$ cat config.mk
export PLATFORM = sky130hd
export DESIGN_NAME = colrd_serializer
export DESIGN_NICKNAME = d
export VERILOG_FILES = /design/src/rtl/colrd_pkg.sv /design/src/rtl/colrd_sequencer.sv /design/src/rtl/colrd_byte_packer.sv /design/src/rtl/colrd_serializer.sv
export SDC_FILE = /design/constraint.sdc
export NUM_CORES = 1
export LEC_CHECK = 0
export BUFFER_PORTS_ARGS = -buffer_cell sky130_fd_sc_hd__buf_2
export CORE_UTILIZATION = 48
export DETAILED_ROUTE_END_ITERATION = 6
export GPL_ROUTABILITY_DRIVEN = 0
export PLACE_DENSITY = 0.82
export SYNTH_ARGS = -nofsm -noshare
export SYNTH_HDL_FRONTEND = slang
export SYNTH_SLANG_ARGS = --single-unit
$ cat constraint.sdc
create_clock -name clk -period 7.75 [get_ports clk]
set_clock_uncertainty 0.05 [all_clocks]
set_input_delay 0.775 -clock clk [delete_from_list [all_inputs] [get_ports clk]]
set_output_delay 0.775 -clock clk [all_outputs]
set_load 0.005 [all_outputs]
$ cat src/rtl/colrd_pkg.sv
package colrd_pkg;

    typedef enum logic [1:0] {
        ST_IDLE,
        ST_RUN,
        ST_FLUSH,
        ST_FIN
    } colrd_state_e;

    localparam int BYTE_W = 8;

    // Group width from the two-bit select: 1, 2, 4 or 8 columns.
    function automatic logic [3:0] par_width(input logic [1:0] sel);
        return 4'd1 << sel;
    endfunction

endpackage

$ cat src/rtl/colrd_sequencer.sv
module colrd_sequencer
    import colrd_pkg::*;
#(
    parameter int NUM_COLS = 16
) (
    input  logic                clk,
    input  logic                rst,
    input  logic                start,
    input  logic [1:0]          par_sel,
    input  logic [NUM_COLS-1:0] col_data,
    input  logic [NUM_COLS-1:0] col_last,
    output logic [NUM_COLS-1:0] col_shift,
    output logic                ser_bit,
    output logic                ser_valid,
    output logic                flush,
    output logic                busy,
    output logic                done
);
    localparam int IDX_W = $clog2(NUM_COLS) + 1;

    colrd_state_e        state;
    logic [3:0]          k_q;
    logic [IDX_W-1:0]    base;
    logic [2:0]          phase;
    logic [NUM_COLS-1:0] fin;
    logic                done_q;

    logic [NUM_COLS-1:0] grp_mask;
    logic [NUM_COLS-1:0] fin_upd;
    logic                period_end;
    logic                grp_clear;
    logic                last_grp;
    logic [IDX_W-1:0]    cur_idx;
    logic                sel_bit;

    for (genvar c = 0; c < NUM_COLS; c++) begin : g_mask
        assign grp_mask[c] = (IDX_W'(c) >= base) && (IDX_W'(c) < base + IDX_W'(k_q));
    end

    assign period_end = (state == ST_RUN) && ({1'b0, phase} == k_q - 4'd1);
    assign fin_upd    = fin | (col_last & grp_mask);
    assign grp_clear  = ((fin_upd & grp_mask) == grp_mask);
    assign last_grp   = (base + IDX_W'(k_q) == IDX_W'(NUM_COLS));
    assign cur_idx    = base + IDX_W'(phase);

    always_comb begin
        sel_bit = 1'b0;
        for (int c = 0; c < NUM_COLS; c++) begin
            if (IDX_W'(c) == cur_idx) begin
                sel_bit = col_data[c] & ~fin[c];
            end
        end
    end

    assign col_shift = period_end ? (grp_mask & ~fin) : '0;
    assign ser_valid = (state == ST_RUN);
    assign ser_bit   = ser_valid & sel_bit;
    assign flush     = (state == ST_FLUSH);
    assign busy      = (state != ST_IDLE);
    assign done      = done_q;

    always_ff @(posedge clk) begin
        if (rst) begin
            state  <= ST_IDLE;
            k_q    <= 4'd1;
            base   <= '0;
            phase  <= '0;
            fin    <= '0;
            done_q <= 1'b0;
        end else begin
            done_q <= (state == ST_FIN);
            case (state)
                ST_IDLE: begin
                    if (start) begin
                        k_q   <= par_width(par_sel);
                        base  <= '0;
                        phase <= '0;
                        fin   <= '0;
                        state <= ST_RUN;
                    end
                end
                ST_RUN: begin
                    if (period_end) begin
                        phase <= '0;
                        if (grp_clear) begin
                            fin <= '0;
                            if (last_grp) begin
                                state <= ST_FLUSH;
                            end else begin
                                base <= base + IDX_W'(k_q);
                            end
                        end else begin
                            fin <= fin_upd;
                        end
                    end else begin
                        phase <= phase + 3'd1;
                    end
                end
                ST_FLUSH: state <= ST_FIN;
                default:  state <= ST_IDLE;
            endcase
        end
    end

    // with k above one, a shift strobe is never followed by another at once
    assert_shift_spacing_R2: assert property (@(posedge clk) disable iff (rst)
        (col_shift != '0 && k_q > 4'd1) |=> (col_shift == '0));

    // the captured group width does not move while a run is in progress
    assert_width_hold_R9: assert property (@(posedge clk) disable iff (rst)
        (busy && start) |=> $stable(k_q));

    // a flush cycle only ever directly follows serial output
    assert_flush_after_run_R7: assert property (@(posedge clk) disable iff (rst)
        $rose(flush) |-> $past(ser_valid));

endmodule

$ cat src/rtl/colrd_byte_packer.sv
module colrd_byte_packer
    import colrd_pkg::*;
(
    input  logic              clk,
    input  logic              rst,
    input  logic              in_valid,
    input  logic              in_bit,
    input  logic              flush_in,
    output logic [BYTE_W-1:0] byte_out,
    output logic              byte_valid
);
    logic [BYTE_W-1:0] sreg;
    logic [2:0]        cnt;
    logic [BYTE_W-1:0] out_q;
    logic              ov_q;

    always_ff @(posedge clk) begin
        if (rst) begin
            sreg  <= '0;
            cnt   <= '0;
            out_q <= '0;
            ov_q  <= 1'b0;
        end else begin
            ov_q <= 1'b0;
            if (in_valid) begin
                if (cnt == 3'd7) begin
                    out_q <= {sreg[BYTE_W-2:0], in_bit};
                    ov_q  <= 1'b1;
                    sreg  <= '0;
                    cnt   <= '0;
                end else begin
                    sreg <= {sreg[BYTE_W-2:0], in_bit};
                    cnt  <= cnt + 3'd1;
                end
            end else if (flush_in && cnt != 3'd0) begin
                out_q <= sreg << (4'd8 - {1'b0, cnt});
                ov_q  <= 1'b1;
                sreg  <= '0;
                cnt   <= '0;
            end
        end
    end

    assign byte_out   = out_q;
    assign byte_valid = ov_q;

    // every byte strobe is caused by a serial bit or a flush one cycle earlier
    assert_byte_source_R6: assert property (@(posedge clk) disable iff (rst)
        byte_valid |-> $past(in_valid || flush_in));

endmodule

$ cat src/rtl/colrd_serializer.sv
module colrd_serializer
    import colrd_pkg::*;
#(
    parameter int NUM_COLS = 16
) (
    input  logic                clk,
    input  logic                rst,
    input  logic                start,
    input  logic [1:0]          par_sel,
    input  logic [NUM_COLS-1:0] col_data,
    input  logic [NUM_COLS-1:0] col_last,
    output logic [NUM_COLS-1:0] col_shift,
    output logic                ser_out,
    output logic                ser_valid,
    output logic [7:0]          byte_out,
    output logic                byte_valid,
    output logic                busy,
    output logic                done
);
    logic flush;

    colrd_sequencer #(.NUM_COLS(NUM_COLS)) seq_i (
        .clk       (clk),
        .rst       (rst),
        .start     (start),
        .par_sel   (par_sel),
        .col_data  (col_data),
        .col_last  (col_last),
        .col_shift (col_shift),
        .ser_bit   (ser_out),
        .ser_valid (ser_valid),
        .flush     (flush),
        .busy      (busy),
        .done      (done)
    );

    colrd_byte_packer pack_i (
        .clk        (clk),
        .rst        (rst),
        .in_valid   (ser_valid),
        .in_bit     (ser_out),
        .flush_in   (flush),
        .byte_out   (byte_out),
        .byte_valid (byte_valid)
    );

    // completion is a single-cycle pulse
    assert_done_pulse_R8: assert property (@(posedge clk) disable iff (rst)
        done |=> !done);

    // completion is only signalled once the run has ended
    assert_done_idle_R8: assert property (@(posedge clk) disable iff (rst)
        done |-> !busy);

endmodule

==> run_results.csv <==
group,metric,value,unit
status,outcome,"complete, no violations",
final_layout,nNetsFinal,572,
synth,synthFlopType,"dfxtp_1",
hold_path,hold_end,"pack_i.byte_out[7]",
clock_tree,hold_buffers,0,
place,io_buffers,65,
power_and_ir_drop,swShare,45.8,%
synth,synth_cells,471,
setup_path,worstSetupPathType,"reg -> out",
setup_path,required,6.92,ns
run,max_cap_violations,0,
global_routing,overflow,0,
timing,fin_tns_setup,0,ns
routing,postRouteAntennaNets,0,
hold_path,min_path_cells,2,
synth,synth_cell_type_count,68,
synth,synth_edf_count,0,
synth,avgSynthCellArea,7.99,um2
clock_tree,cts_buffers,5,
place,place_area,4070,um2
final_layout,fill_cells,677,
clock_tree,clk_latency,0.32,ns
floorplan,io_pins,66,
synth,syn-cell-area,3760,um2
timing,setup-violations-final,0,
global_routing,grt_max_degree,41,
clock_tree,cts_setup_buffers,0,
clock_tree,htree_levels,2,
power_and_ir_drop,p_per_area,245,nW/um2
power_and_ir_drop,p_sw,0.467,mW
timing,slew_headroom,36.7,%
timing,rsz0062_at_grt,"false",
timing,worstMarginPinSlew,0.949,ns
setup_path,crit_path_start_kind,"flop",
global_routing,antenna_found_initial,0,
setup_path,rr_startpoint,"seq_i.base[0]",
routing,drc_errors,0,
final_layout,antenna_cells,0,
power_and_ir_drop,ir_drop,0.175,mV
hold_path,hp-start,"pack_i.byte_out[7]",
setup_path,cp_max_fo,12,
floorplan,die_y,90.6,um
routing,routed_wire_length_per_instance,16.5,um
timing,fmax,0.241,GHz
floorplan,die_area,8200,um2
synth,syn_nets,528,
synth,ys_seq_area_share,27.1,%
synth,synthArstFlopShare,0,%
floorplan,rows,31,
clock_tree,ctsResizeCount,0,
final_layout,syn_to_final_growth,10.6,%
routing,drt-total-wl,10.1,mm
clock_tree,path_clk_slew,0.11,ns
synth,synth_seq_cells,51,
clock_tree,clk_path_buf_depth,2,
clock_tree,cts-root-buf,"clkbuf_8",
setup_path,worst_ep_arrival_time,3.33,ns
place,dp_hpwl,7.48,mm
global_routing,grt_pass1_vias,3478,
final_layout,fin_area,4160,um2
global_routing,grt_pass1_wl,16.7,mm
routing,firstDrtPassIters,6,
floorplan,die_x,90.6,um
clock_tree,numClockSinks,51,
timing,final_hold_viol_count,0,
synth,synth_warnings,0,
timing,slew_violations,0,
floorplan,initial_core_util,50.8,%
clock_tree,tritoncts,"yes",
hold_path,hp-class,"reg -> reg",
setup_path,r2r-end,"seq_i.fin[10]",
final_layout,drive_above_1_share,18.2,%
power_and_ir_drop,p_int,0.553,mW
global_routing,grt_usage,24.7,%
timing,timing.final.crit_share,53.6,%
power_and_ir_drop,power.clock.fraction,16.6,%
power_and_ir_drop,p_leak,1.80,nW
power_and_ir_drop,combPwrFrac,49.7,%
setup_path,critPathCaptureType,"output port",
power_and_ir_drop,seqPwrFrac,33.7,%
timing,min_period,4.16,ns
setup_path,rr_worst_depth,10,
floorplan,core_region_area,7410,um2
routing,routed-via-count,3856,
routing,drt_iter0_markers,283,
setup_path,rrSetupSlack,3.70,ns
routing,via_per_inst,6.27,
-- cells in the final DEF, fill, tap and decap left out, types with 4 or more instances in the layout --
| cell type | count |
|---|---|
| a31oi_1 | 12 |
| xor2_1 | 8 |
| ha_1 | 18 |
| a221o_1 | 4 |
| clkbuf_8 | 5 |
| nand2b_1 | 6 |
| nor2b_1 | 15 |
| or3_1 | 4 |
| nor3b_1 | 9 |
| a32oi_1 | 5 |
| a41oi_1 | 5 |
| nand3_1 | 5 |
| dfxtp_1 | 51 |
| nand3b_1 | 5 |
| a22oi_1 | 11 |
| inv_1 | 17 |
| buf_2 | 65 |
| mux2i_1 | 10 |
| a21oi_1 | 29 |
| or4_1 | 4 |
| or2_2 | 4 |
| nand2_1 | 29 |
| o311ai_0 | 4 |
| nor3_1 | 25 |
| nor2_1 | 75 |
| nor4_1 | 10 |
| o21ai_0 | 14 |
| mux4_2 | 7 |
-- synthesized netlist by cell type, types with 6 or more instances --
cell	instances	area, um2
nor4_1	10	62.6
inv_1	17	63.8
a31oi_1	12	75.1
nand2_1	29	109
o21ai_0	14	70.1
buf_2	6	30.0
nor3_1	25	125
dfxtp_1	51	1020
nor2b_1	15	93.8
nor2_1	75	282
ha_1	18	225
xor2_1	8	70.1
mux2i_1	10	100
a22oi_1	11	82.6
a21oi_1	29	145
nor3b_1	9	67.6
clkbuf_1	14	52.6
nand2b_1	6	37.5
mux4_2	7	158
-- layer usage --
| layer | wire length [um] | GRT usage [%] | vias up |
|---|---|---|---|
| li1 | - | - | 1836 |
| met1 | 4340 | 32.9 | 1774 |
| met2 | 4600 | 40.3 | 216 |
| met3 | 940 | 4.04 | 30 |
| met4 | 267 | 8.87 | 0 |
| met5 | 0 | 0 | - |
-- flip-flops by register name, indices dropped and copies added, names as in the netlist --
signal	count
seq_i.fin	16
seq_i.base	5
pack_i.byte_out	8
pack_i.cnt	3
pack_i.byte_valid	1
seq_i.state	2
seq_i.phase	3
seq_i.done	1
pack_i.sreg	8
seq_i.k_q	4
-- worst max-delay path by stage --
stage / from / to / slack (ns) / cells past startpoint
floorplan: seq_i.k_q[0] / seq_i.base[4] / 4.50 / 11
CTS: seq_i.base[0] / col_shift[2] / 3.63 / 7
global route: seq_i.base[0] / col_shift[6] / 3.39 / 7
detailed placement: seq_i.base[0] / seq_i.fin[10] / 3.83 / 10
global placement: seq_i.base[0] / seq_i.fin[0] / 3.95 / 10
finish: seq_i.base[0] / col_shift[2] / 3.59 / 7
-- power by group through the flow --
| stage | Combinational, mW | Clock [mW] | Sequential, mW |
|---|---|---|---|
| finish | 0.506 | 0.169 | 0.344 |
| global placement | 0.484 | 0 | 0.347 |
| detailed placement | 0.495 | 0 | 0.349 |
| floorplan | 0.380 | 0 | 0.335 |
| CTS | 0.500 | 0.172 | 0.343 |
| global route | 0.556 | 0.182 | 0.351 |
-- worst max-delay path: stages, from the launching register on --
cell and delay, ns:
dfxtp_1 0.47, ha_1 0.32, fa_1 0.47, xor2_1 0.72, a21oi_1 0.22, a311oi_1 0.40, nor3b_1 0.26, buf_2 0.15
-- logic make-up after synthesis --
| family | Yosys count | synth area share (%) |
|---|---|---|
| fa+ha+maj | 20 | 7.05 |
| mux | 18 | 7.15 |
| flops | 51 | 27.1 |
| buf+inv | 46 | 5.78 |
| compound gates | 120 | 22.1 |
| simple gates | 205 | 27.6 |
| xor+xnor | 11 | 3.26 |
-- through the flow --
step	utilization [%]	total power, mW	std cells	hold slack (ns)	worst slack (ns)
4_1_cts	56.2	1.01	615	0.450	3.63
3_3_place_gp	54.9	0.831	607	0.430	3.95
3_5_place_dp	54.9	0.844	607	0.432	3.83
5_1_grt	56.2	1.09	615	0.471	3.39
2_1_floorplan	-	0.715	471	0.409	4.50
6_report	56.2	1.02	615	0.451	3.59
-- cell type report --
type	instances	area (um2)	share of cell area, %
multi-input cells	374	2520	60.7
flip-flops and latches	51	1020	24.5
repair buffers	66	333	8.00
well taps	99	124	2.98
clock buffers	5	68.8	1.65
inverters	17	63.8	1.53
clock inverters	3	27.5	0.661
(Power assumes the default switching activity.)
